File: src/rtl/seq_lock_pkg.sv
package seq_lock_pkg;

  // State codes are fixed; the display value follows from the state.
  typedef enum logic [2:0] {
    ST_IDLE = 3'b000,
    ST_BAD1 = 3'b001,
    ST_OK1  = 3'b010,
    ST_BAD2 = 3'b011,
    ST_OK2  = 3'b100,
    ST_OPEN = 3'b111
  } lockState_t;

  typedef enum logic [1:0] {
    KEY_NONE  = 2'd0,
    KEY_A     = 2'd1,
    KEY_B     = 2'd2,
    KEY_WRONG = 2'd3
  } keyClass_t;

  // Strobes from control to datapath, applied on the next edge.
  typedef struct packed {
    logic clr;   // count back to zero
    logic inc;   // one more key in this attempt
    logic fire;  // raise the unlock pulse
  } lockStrobe_t;

  // Number of presses shown for a state.
  function automatic logic [1:0] stateCount(lockState_t s);
    case (s)
      ST_OK1, ST_BAD1: stateCount = 2'd1;
      ST_OK2, ST_BAD2: stateCount = 2'd2;
      ST_OPEN:         stateCount = 2'd3;
      default:         stateCount = 2'd0;
    endcase
  endfunction

endpackage

File: src/rtl/seq_lock_keydec.sv
module seq_lock_keydec
  import seq_lock_pkg::*;
(
  input  logic      keyValid,
  input  logic      keyA,
  input  logic      keyB,
  output keyClass_t keyClass
);

  always_comb begin
    if (!keyValid)            keyClass = KEY_NONE;
    else if (keyA && !keyB)   keyClass = KEY_A;
    else if (!keyA && keyB)   keyClass = KEY_B;
    else                      keyClass = KEY_WRONG;
  end

endmodule

File: src/rtl/seq_lock_ctrl.sv
module seq_lock_ctrl
  import seq_lock_pkg::*;
(
  input  logic        clk,
  input  logic        rst,
  input  keyClass_t   keyClass,
  output lockStrobe_t strobe,
  output lockState_t  stateOut
);

  lockState_t state, nextState;

  always_comb begin
    nextState = state;
    case (state)
      ST_IDLE: case (keyClass)
        KEY_NONE: nextState = ST_IDLE;
        KEY_B:    nextState = ST_OK1;
        default:  nextState = ST_BAD1;
      endcase
      ST_OK1: case (keyClass)
        KEY_NONE: nextState = ST_OK1;
        KEY_A:    nextState = ST_OK2;
        default:  nextState = ST_BAD2;
      endcase
      ST_OK2: case (keyClass)
        KEY_NONE: nextState = ST_OK2;
        KEY_B:    nextState = ST_OPEN;
        default:  nextState = ST_IDLE;
      endcase
      ST_OPEN: nextState = ST_IDLE;
      ST_BAD1: nextState = (keyClass == KEY_NONE) ? ST_BAD1 : ST_BAD2;
      ST_BAD2: nextState = (keyClass == KEY_NONE) ? ST_BAD2 : ST_IDLE;
      default: nextState = ST_IDLE;
    endcase
  end

  always_comb begin
    strobe.fire = (nextState == ST_OPEN);
    strobe.clr  = (nextState == ST_IDLE);
    strobe.inc  = (nextState != state) && (nextState != ST_IDLE);
  end

  always_ff @(posedge clk) begin
    if (rst) state <= ST_IDLE;
    else     state <= nextState;
  end

  assign stateOut = state;

  AST_OPEN_LEAVES: assert property (@(posedge clk) disable iff (rst)
    state == ST_OPEN |=> state == ST_IDLE);
  AST_IDLE_HOLDS: assert property (@(posedge clk) disable iff (rst)
    (keyClass == KEY_NONE && state != ST_OPEN) |=> $stable(state));
  AST_BAD3_CLEARS: assert property (@(posedge clk) disable iff (rst)
    (state == ST_OK2 && keyClass != KEY_NONE && keyClass != KEY_B)
      |=> state == ST_IDLE);

endmodule

File: src/rtl/seq_lock_dp.sv
module seq_lock_dp
  import seq_lock_pkg::*;
#(
  parameter int DISP_W = 4
) (
  input  logic              clk,
  input  logic              rst,
  input  lockStrobe_t       strobe,
  output logic [DISP_W-1:0] pressCount,
  output logic              unlockPulse
);

  localparam logic [DISP_W-1:0] CNT_ONE = DISP_W'(1);
  localparam logic [DISP_W-1:0] CNT_TOP = DISP_W'(3);

  always_ff @(posedge clk) begin
    if (rst) begin
      pressCount  <= '0;
      unlockPulse <= 1'b0;
    end else begin
      unlockPulse <= strobe.fire;
      if (strobe.clr)      pressCount <= '0;
      else if (strobe.inc) pressCount <= pressCount + CNT_ONE;
    end
  end

  AST_PULSE_SINGLE: assert property (@(posedge clk) disable iff (rst)
    unlockPulse |=> !unlockPulse);
  AST_NO_OVERFLOW: assert property (@(posedge clk) disable iff (rst)
    pressCount <= CNT_TOP);
  AST_OPEN_AT_THREE: assert property (@(posedge clk) disable iff (rst)
    unlockPulse |-> pressCount == CNT_TOP);

endmodule

File: src/rtl/seq_lock.sv
module seq_lock
  import seq_lock_pkg::*;
#(
  parameter int DISP_W = 4
) (
  input  logic              clk,
  input  logic              rst,
  input  logic              keyValid,
  input  logic              keyA,
  input  logic              keyB,
  output logic              unlock,
  output logic [DISP_W-1:0] pressCount
);

  keyClass_t   keyClass;
  lockStrobe_t strobe;
  lockState_t  state;

  seq_lock_keydec u_keydec (
    .keyValid (keyValid),
    .keyA     (keyA),
    .keyB     (keyB),
    .keyClass (keyClass)
  );

  seq_lock_ctrl u_ctrl (
    .clk      (clk),
    .rst      (rst),
    .keyClass (keyClass),
    .strobe   (strobe),
    .stateOut (state)
  );

  seq_lock_dp #(.DISP_W(DISP_W)) u_dp (
    .clk         (clk),
    .rst         (rst),
    .strobe      (strobe),
    .pressCount  (pressCount),
    .unlockPulse (unlock)
  );

  AST_COUNT_TRACKS: assert property (@(posedge clk) disable iff (rst)
    pressCount == DISP_W'(stateCount(state)));
  AST_UNLOCK_STATE: assert property (@(posedge clk) disable iff (rst)
    unlock == (state == ST_OPEN));

endmodule

File: config.mk
export PLATFORM = sky130hd
export DESIGN_NAME = seq_lock
export DESIGN_NICKNAME = d
export VERILOG_FILES = /design/src/rtl/seq_lock_pkg.sv /design/src/rtl/seq_lock_keydec.sv /design/src/rtl/seq_lock_ctrl.sv /design/src/rtl/seq_lock_dp.sv /design/src/rtl/seq_lock.sv
export SDC_FILE = /design/constraint.sdc
export NUM_CORES = 1
export LEC_CHECK = 0
export BUFFER_PORTS_ARGS = -buffer_cell sky130_fd_sc_hd__buf_2
export CAP_MARGIN = 30
export CORE_AREA = 2 2 39 41
export CTS_BUF_LIST = sky130_fd_sc_hd__clkbuf_4 sky130_fd_sc_hd__clkbuf_8
export DETAILED_ROUTE_END_ITERATION = 10
export DIE_AREA = 0 0 41 43
export PLACE_DENSITY = 0.63
export SETUP_SLACK_MARGIN = 0.05
export SKIP_CTS_REPAIR_TIMING = 1
export SLEW_MARGIN = 20
export SYNTH_ARGS = -nofsm -noshare
export SYNTH_HDL_FRONTEND = slang
export SYNTH_SLANG_ARGS = --single-unit
File: constraint.sdc
create_clock -name clk -period 1.85 [get_ports clk]
set_input_delay 0.185 -clock clk [delete_from_list [all_inputs] [get_ports clk]]
set_output_delay 0.185 -clock clk [all_outputs]
set_load 0.01 [all_outputs]
==> results.py, run 1 <==
metrics = {
    "clock_network": {
        "cts.clk_slew.worst_paths_ps": 60,
        "clkSinkCount": 8,
        "worstSkewPairLatency_ps": 250,
        "cts_root_buf": "clkbuf_4",
        "cts_tree": "yes",
        "numCtsBuffers": 3,
        "h-tree-depth": 1,
        "max-clock-path-buffers": 2,
    },
    "placement": {
        "gp_congestion": 0.745,
        "hpwlAfterDp_microns": 678,
        "place_area_sq_um": 547,
        "post-place-ws_ps": 391,
        "port_buffers": 9,
        "dp_cells": 75,
    },
    "worst_hold_path": {
        "hold_depth": 2,
        "holdCritPathClass": "input port to flop",
    },
    "route": {
        "route.detailed.drc": 0,
        "wl_per_cell_microns": 12.4,
        "drt_iter0_drc": 7,
        "routed_via_density": 5.33,
        "ant_nets": 0,
        "drt_pass1_iterations": 2,
        "vias": 416,
        "drt-total-wl_microns": 968,
    },
    "pwr": {
        "p_per_area_nw_per_um2": 730,
        "p_leak_nw": 0.224,
        "total_power_mw": 0.416,
        "ir_drop_mv": 0.376,
    },
    "setup_path": {
        "arrival_ps": 1610,
        "critPathMaxFanout": 12,
        "critPathKind": "flop to flop",
        "cp-start-kind": "flop",
        "cp-end-kind": "flop",
        "required_ps": 1970,
        "reg2reg_depth": 4,
    },
    "synthesis": {
        "ys_seq_elements": 8,
        "synth_most_common_cell": "dfxtp_1",
        "synth_edf_count": 0,
        "synthDistinctLibCells": 30,
        "synthTopCellsByCount": "dfxtp_1, nor2_1, a21oi_1, nor2b_1, xor2_1",
        "ys_seq_area_frac": 0.318,
        "synth.avg_cell_area_sq_um": 9.31,
        "yosysTopAreaCellShare": 0.318,
        "synth_area_leader_cell": "dfxtp_1",
        "syn-num-nets": 60,
        "synth_flop_cell": "dfxtp_1",
        "ys_async_sr_fraction": 0,
        "synthTopCellsByArea": "dfxtp_1, a2111oi_4, xor2_1",
        "syn_area_sq_um": 503,
        "syn_inst": 54,
        "yosys_warnings": 0,
    },
    "layout": {
        "multiInputGateArea_sq_um": 322,
        "area_delta_synth_final_pct": 13.2,
        "drive_gt1_frac": 0.274,
        "final_util": 0.411,
        "fin_nets": 70,
        "diodes": 0,
        "nFillCells": 138,
        "fin_cells": 78,
        "final_area_sq_um": 569,
        "ff_latch_area_sq_um": 160,
    },
    "global_route": {
        "grt_max_degree": 14,
        "grt_pass1_vias": 349,
        "grt_first_pass_wirelength_microns": 1560,
        "grt_usage": 0.134,
        "grt_overflow": 0,
        "antenna_found_initial": 0,
    },
    "floorplan": {
        "start_util": 0.363,
        "io_pins": 10,
        "fp.dieW_microns": 41,
        "dieHeight_microns": 43,
        "core_area_sq_um": 1380,
        "num_rows": 14,
        "die_area_sq_um": 1760,
    },
    "timing": {
        "worst_slew_pin_slew_ps": 491,
        "skew_ps": 4.81,
        "finalHoldViolCount": 0,
        "setup_tns_ps": 0,
        "hold_slack_ps": 192,
        "fin_crit_sh": 0.803,
        "clock.fmax_mhz": 673,
        "slew_violations": 0,
        "setup-violations-final": 0,
        "rsz0062_at_grt": "no",
        "slew_headroom": 0.673,
        "fin_crit_ps": 1490,
        "fin_ws_ps": 365,
    },
    "job": {
        "max_cap_violations": 0,
    },
    "run_status": {
        "status": "finished clean",
    },
}
-- cells in the final DEF, fill, tap and decap left out, types with 2 or more instances in the layout --
cell	netlist	layout
buf_2	2	9
a31oi_1	2	2
nor2b_1	3	3
o21ai_0	2	2
a21oi_1	3	3
nor2_1	6	6
dfxtp_1	8	8
and2b_1	2	2
nand3b_1	2	2
nand2_1	2	2
clkbuf_4	0	3
xor2_1	3	3
-- cell families (layout without fill, tap and decap cells) --
group,count (synthesis),count (layout),synth area share
compound gates,16,16,0.266
xor+xnor,3,3,0.0522
fa+ha+maj,1,1,0.0249
buf+inv,4,12,0.0423
flops,8,8,0.318
simple gates,22,22,0.296
-- final timing paths --
| path | start | endpoint | slack [ps] |
|---|---|---|---|
| worst min-delay path | rst | u_ctrl.stateOut[0]$_SDFF_PP0_ | 190 |
| worst max register to register | u_ctrl.stateOut[1]$_SDFF_PP0_ | u_dp.unlockPulse$_SDFF_PP0_ | 360 |
| worst min register to register | u_dp.pressCount[1]$_SDFFE_PP0P_ | u_dp.pressCount[1]$_SDFFE_PP0P_ | 500 |
| worst max-delay path | u_ctrl.stateOut[1]$_SDFF_PP0_ | u_dp.unlockPulse$_SDFF_PP0_ | 360 |
-- where the power goes --
group          internal, mW  total (mW)  switching (mW)
registers             0.182       0.203          0.0214
logic                0.0383      0.0776          0.0392
clock network        0.0743       0.135          0.0604
-- layer usage --
| layer | global-route usage | vias to the layer above | routed length [microns] |
|---|---|---|---|
| met5 | 0 | - | 0 |
| met4 | 0.0600 | 0 | 0 |
| met3 | 0.0785 | 0 | 71 |
| met2 | 0.175 | 10 | 440 |
| met1 | 0.172 | 189 | 456 |
| li1 | - | 217 | - |
-- sequential cells by signal, indices dropped and copies added, names as in the netlist --
name and flops:
u_dp.pressCount 4, u_ctrl.stateOut 3, u_dp.unlockPulse 1
-- layout make-up --
cell class,instances,area share
repair buffers,9,0.0791
well taps,16,0.0352
clock buffers,3,0.0396
multi-input cells,42,0.565
flip-flops and latches,8,0.281
-- worst max-delay path, cell delays in order, from the launching register on --
cell and delay, ps:
dfxtp_1 510, and2b_1 250, a221oi_1 290, o22a_1 240, a2111oi_4 60
No activity file was read; power rests on OpenSTA's default activity.
==> run 2: changes to the inputs <==
--- a/config.mk
+++ b/config.mk
@@ -11,7 +11,7 @@
 export CTS_BUF_LIST = sky130_fd_sc_hd__clkbuf_4 sky130_fd_sc_hd__clkbuf_8
 export DETAILED_ROUTE_END_ITERATION = 10
 export DIE_AREA = 0 0 41 43
-export PLACE_DENSITY = 0.63
+export PLACE_DENSITY = 0.66
 export SETUP_SLACK_MARGIN = 0.05
 export SKIP_CTS_REPAIR_TIMING = 1
 export SLEW_MARGIN = 20
==> constraint.sdc (replaced) <==
create_clock -name clk -period 1.31 [get_ports clk]
set_input_delay 0.131 -clock clk [delete_from_list [all_inputs] [get_ports clk]]
set_output_delay 0.131 -clock clk [all_outputs]
set_load 0.01 [all_outputs]
==> run 2 against run 1 <==
- non-clock buffer count up 6
- die area unchanged
- via count up 7.0%
- design area up 13%
- critical path depth unchanged
- clock-buffer cell count unchanged
- hold slack worse by 67 ps
- critical endpoint unchanged
==> results.py, run 2 (synthesized netlist as in run 1, its figures left out) <==
metrics = {
    "run_status": {
        "status": "finished clean",
    },
    "clock_network": {
        "numCtsBuffers": 3,
        "cts_tree": "yes",
        "cts.clk_slew.worst_paths_ps": 60,
        "max-clock-path-buffers": 2,
        "worstSkewPairLatency_ps": 250,
        "cts_root_buf": "clkbuf_4",
        "h-tree-depth": 1,
        "clkSinkCount": 8,
    },
    "global_route": {
        "busiest_layer": "met1",
        "grt_usage": 0.127,
        "grt_overflow": 0,
        "grt_max_degree": 11,
        "gr-usage-met1": 0.187,
        "grt_use_met2": 0.178,
        "met3_usage": 0.0314,
        "grt_first_pass_wirelength_microns": 1550,
        "grt_pass1_vias": 381,
        "antenna_found_initial": 0,
    },
    "setup_path": {
        "critPathKind": "flop to flop",
        "cp-end-kind": "flop",
        "cp-start-kind": "flop",
        "arrival_ps": 1380,
        "crit_slowest_cell": "dfxtp_4",
        "required_ps": 1440,
        "r2r_start": "u_ctrl.stateOut[1]$_SDFF_PP0_",
        "crit_chain": "and2b_2 -> a221oi_2 -> o22a_1 -> a2111oi_4",
        "critPathMaxFanout": 8,
        "crit_start": "u_ctrl.stateOut[1]$_SDFF_PP0_",
        "max_stage_delay_ps": 380,
        "reg2reg_depth": 4,
    },
    "timing": {
        "slew_headroom": 0.818,
        "finalHoldViolCount": 0,
        "clock.fmax_mhz": 800,
        "setup-violations-final": 0,
        "worst_slew_pin_slew_ps": 271,
        "skew_ps": 7.37,
        "slew_violations": 0,
        "hold_slack_ps": 125,
        "fin_crit_sh": 0.954,
        "fin_crit_ps": 1250,
        "rsz0062_at_grt": "yes",
        "fin_ws_ps": 60.5,
    },
    "layout": {
        "diodes": 0,
        "multiInputGateArea_sq_um": 338,
        "nFillCells": 130,
        "final_cell_mix": "buf_2, nor2_1, dfxtp_1, buf_4",
        "final_area_sq_um": 643,
        "drive_gt1_frac": 0.397,
        "largest-register": "u_dp.pressCount",
        "largest_reg_flops": 4,
        "ff_latch_area_sq_um": 165,
        "layout_commonest_cell": "buf_2",
        "fin_nets": 76,
        "area_delta_synth_final_pct": 27.9,
    },
    "route": {
        "wl_per_cell_microns": 12.0,
        "routed_via_density": 5.30,
        "drt-total-wl_microns": 1010,
        "drt_pass1_iterations": 4,
        "vias": 445,
        "drt_iter0_drc": 5,
        "ant_nets": 0,
        "route.detailed.drc": 0,
    },
    "job": {
        "max_cap_violations": 0,
    },
    "placement": {
        "hpwlAfterDp_microns": 759,
        "port_buffers": 9,
        "gp_congestion": 0.655,
        "place_area_sq_um": 586,
        "post-place-ws_ps": -39.4,
    },
    "worst_hold_path": {
        "worstHoldStart": "rst",
        "holdCritPathClass": "input port to flop",
        "hold_depth": 2,
    },
    "floorplan": {
        "io_pins": 10,
        "fp.dieW_microns": 41,
        "num_rows": 14,
        "dieHeight_microns": 43,
        "start_util": 0.363,
        "core_area_sq_um": 1380,
        "die_area_sq_um": 1760,
    },
    "pwr": {
        "p_leak_nw": 0.265,
        "p_per_area_nw_per_um2": 960,
        "ir_drop_mv": 0.581,
    },
}
[run 2: routing by layer]
| metal | part of all wire | vias up |
|---|---|---|
| met4 | 0 | 0 |
| met5 | 0 | - |
| li1 | - | 231 |
| met3 | 0.033 | 0 |
| met2 | 0.47 | 9 |
| met1 | 0.50 | 205 |
[run 2: final cells by class]
type / instances / area share
clock buffer: 3 / 0.0350
multi-input combinational: 42 / 0.525
sequential: 8 / 0.257
tap: 16 / 0.0311
timing repair buffer: 15 / 0.152
[run 2: path summary, 6_finish.rpt]
kind,slack [ps],endpoint
worst min register to register,500,u_dp.pressCount[1]$_SDFFE_PP0P_
worst min-delay path,120,u_ctrl.stateOut[0]$_SDFF_PP0_
worst max-delay path,60,u_dp.unlockPulse$_SDFF_PP0_
worst max register to register,60,u_dp.unlockPulse$_SDFF_PP0_
[run 2: power by group]
group	internal (mW)	leakage (nW)	total, mW	switching, mW
logic	0.0798	0.185	0.153	0.0733
registers	0.259	0.0661	0.282	0.0236
clock network	0.104	0.0138	0.182	0.0775
[run 2: stage by stage]
stage	setup TNS (ps)	power (mW)	cells	utilization
2_1_floorplan	0	0.381	54	-
3_3_place_gp	0	0.415	80	0.423
3_5_place_dp	-59.5	0.418	80	0.423
4_1_cts	-127	0.604	83	0.439
5_1_grt	-8.57	0.661	84	0.465
6_report	0	0.618	84	0.465
[run 2: critical path, delay by kind of cell, from the launching register on]
family / cells / cell delay (ps)
AND/OR/NAND/NOR: 1 / 240
AO/OA/AOI/OAI: 3 / 500
flip-flops: 1 / 380
==> run 3: changes to the inputs <==
--- a/config.mk
+++ b/config.mk
@@ -11,10 +11,11 @@
 export CTS_BUF_LIST = sky130_fd_sc_hd__clkbuf_4 sky130_fd_sc_hd__clkbuf_8
 export DETAILED_ROUTE_END_ITERATION = 10
 export DIE_AREA = 0 0 41 43
-export PLACE_DENSITY = 0.66
+export PLACE_DENSITY = 0.63
 export SETUP_SLACK_MARGIN = 0.05
 export SKIP_CTS_REPAIR_TIMING = 1
 export SLEW_MARGIN = 20
 export SYNTH_ARGS = -nofsm -noshare
 export SYNTH_HDL_FRONTEND = slang
+export SYNTH_HIERARCHICAL = 1
 export SYNTH_SLANG_ARGS = --single-unit
==> run 3 against run 2 <==
- the flow now finishes with violations (negative setup slack)
- hold slack gained 16 ps
- non-clock buffer count increased by 1
- setup slack worse by 78 ps
- clock skew decreased by 1.5 ps
- critical path type unchanged
==> results.py, run 3 <==
metrics = {
    "setup_path": {
        "ff2ff_setup_slack_ps": -20,
        "r2r-end": "u_dp/pressCount[0]$_SDFFE_PP0P_",
        "cp-start-kind": "flop",
        "critPathKind": "flop to flop",
        "r2r_start": "u_ctrl/stateOut[1]$_SDFF_PP0_",
        "cp-end-kind": "flop",
        "arrival_ps": 1500,
        "crit_start": "u_ctrl/stateOut[1]$_SDFF_PP0_",
        "reg2reg_depth": 5,
        "critPathMaxFanout": 6,
        "required_ps": 1490,
    },
    "layout": {
        "area_delta_synth_final_pct": 33.3,
        "multiInputGateArea_sq_um": 315,
        "fin_nets": 80,
        "layout_commonest_cell": "buf_2",
        "nFillCells": 137,
        "final_cell_mix": "buf_2, buf_4, nor2_1, dfxtp_1, a21oi_2",
        "diodes": 0,
        "largest-register": "u_dp/pressCount",
        "ff_latch_area_sq_um": 169,
        "largest_reg_flops": 4,
        "final_area_sq_um": 636,
        "drive_gt1_frac": 0.486,
    },
    "floorplan": {
        "dieHeight_microns": 43,
        "start_util": 0.344,
        "io_pins": 10,
        "fp.dieW_microns": 41,
        "core_area_sq_um": 1380,
        "die_area_sq_um": 1760,
        "num_rows": 14,
    },
    "timing": {
        "hold_slack_ps": 141,
        "fin_crit_ps": 1330,
        "slew_violations": 0,
        "fin_crit_sh": 1.01,
        "setup-violations-final": 2,
        "slew_headroom": 0.755,
        "worst_slew_pin_slew_ps": 367,
        "clock.fmax_mhz": 753,
        "fin_ws_ps": -17.9,
        "rsz0062_at_grt": "yes",
        "skew_ps": 5.84,
        "finalHoldViolCount": 0,
    },
    "clock_network": {
        "max-clock-path-buffers": 2,
        "clkSinkCount": 8,
        "cts.clk_slew.worst_paths_ps": 50,
        "h-tree-depth": 1,
        "worstSkewPairLatency_ps": 240,
        "cts_tree": "yes",
        "numCtsBuffers": 3,
        "cts_root_buf": "clkbuf_4",
    },
    "placement": {
        "hpwlAfterDp_microns": 785,
        "post-place-ws_ps": -89.7,
        "place_area_sq_um": 591,
        "gp_congestion": 0.798,
        "port_buffers": 9,
    },
    "synthesis": {
        "ys_seq_area_frac": 0.336,
        "syn-num-nets": 63,
        "yosys_warnings": 6,
        "ys_seq_elements": 8,
        "syn_area_sq_um": 477,
        "synthDistinctLibCells": 31,
        "ys_async_sr_fraction": 0,
        "yosysTopAreaCellShare": 0.336,
        "synth_edf_count": 0,
        "syn_inst": 57,
        "synth.avg_cell_area_sq_um": 8.36,
        "synthTopCellsByCount": "dfxtp_1, nor2_1",
        "synth_area_leader_cell": "dfxtp_1",
        "synth_most_common_cell": "dfxtp_1",
        "synth_flop_cell": "dfxtp_1",
        "synthTopCellsByArea": "dfxtp_1, nor2_1, a21oi_1",
    },
    "worst_hold_path": {
        "worstHoldStart": "rst",
        "hold_depth": 2,
        "holdCritPathClass": "input port to flop",
        "min_to": "u_dp/unlockPulse$_SDFF_PP0_",
    },
    "run_status": {
        "status": "finished, violations left",
        "violations": "negative setup slack",
    },
    "route": {
        "routed_via_density": 5.03,
        "route.detailed.drc": 0,
        "drt-total-wl_microns": 998,
        "drt_pass1_iterations": 4,
        "drt_iter0_drc": 5,
        "vias": 443,
        "wl_per_cell_microns": 11.3,
        "ant_nets": 0,
    },
    "global_route": {
        "grt_overflow": 0,
        "grt_first_pass_wirelength_microns": 1570,
        "grt_usage": 0.130,
        "grt_max_degree": 9,
        "antenna_found_initial": 0,
        "grt_pass1_vias": 413,
    },
    "pwr": {
        "ir_drop_mv": 0.270,
        "p_per_area_nw_per_um2": 1060,
        "p_leak_nw": 0.277,
        "total_power_mw": 0.673,
    },
    "job": {
        "max_cap_violations": 0,
    },
}
-- run 3: changes by cell type after synthesis, sizes merged, moves of 2 or more --
cell / change
buf: -2
o21ai: +2
clkbuf: +2
inv: +3
a21boi: +2
xor2: -3
nor3: +3
and2b: -2
-- run 3: critical path: stages (launching register included) --
cell     delay [ps]
dfxtp_4         360
a21oi_2         130
o22ai_1          70
a221o_1         310
or2_4           290
nor2_1           90
-- run 3: kinds of logic after synthesis --
family	share of synthesized area
multiplexers	0.0446
adder cells (fa/ha/maj)	0.0262
AND/OR/NAND/NOR	0.236
AO/OA/AOI/OAI	0.268
buffers and inverters	0.0709
XOR/XNOR	0.0184
flip-flops	0.336
-- run 3: layout make-up --
type | count | share of cell area
Timing Repair Buffer | 16 | 0.154
Inverter | 3 | 0.0177
Tap cell | 16 | 0.0315
Sequential cell | 8 | 0.266
Clock buffer | 3 | 0.0354
Multi-Input combinational cell | 42 | 0.496
-- run 3: per-layer routing --
metal  track usage  part of all wire  up-vias
met5             0                 0        -
met4        0.0600                 0        0
met3        0.0314             0.045        0
met2         0.206              0.49       13
met1         0.155              0.46      194
li1              -                 -      236
-- run 3: power breakdown --
group / internal (mW) / total, mW / switching, mW
Clock: 0.104 / 0.176 / 0.0717
Sequential: 0.267 / 0.300 / 0.0327
Combinational: 0.101 / 0.197 / 0.0962
Total: 0.472 / 0.673 / 0.201
-- run 3: worst max path at each step --
stage	end	slack, ps	depth (start not counted)
global route	u_dp/pressCount[2]$_SDFFE_PP0P_	-70	5
floorplan	u_dp/pressCount[3]$_SDFFE_PP0P_	-20	6
finish	u_dp/pressCount[0]$_SDFFE_PP0P_	-20	5
global placement	u_dp/pressCount[3]$_SDFFE_PP0P_	-70	7
detailed placement	u_dp/pressCount[3]$_SDFFE_PP0P_	-90	7
CTS	u_dp/pressCount[2]$_SDFFE_PP0P_	-40	4
-- run 3: stage by stage --
step	setup TNS, ps	util	std cells
after floorplan	-33.3	-	57
after global placement	-234	0.427	85
after detailed placement	-352	0.427	85
after CTS	-160	0.443	88
after global routing	-218	0.459	88
final	-34.8	0.459	88
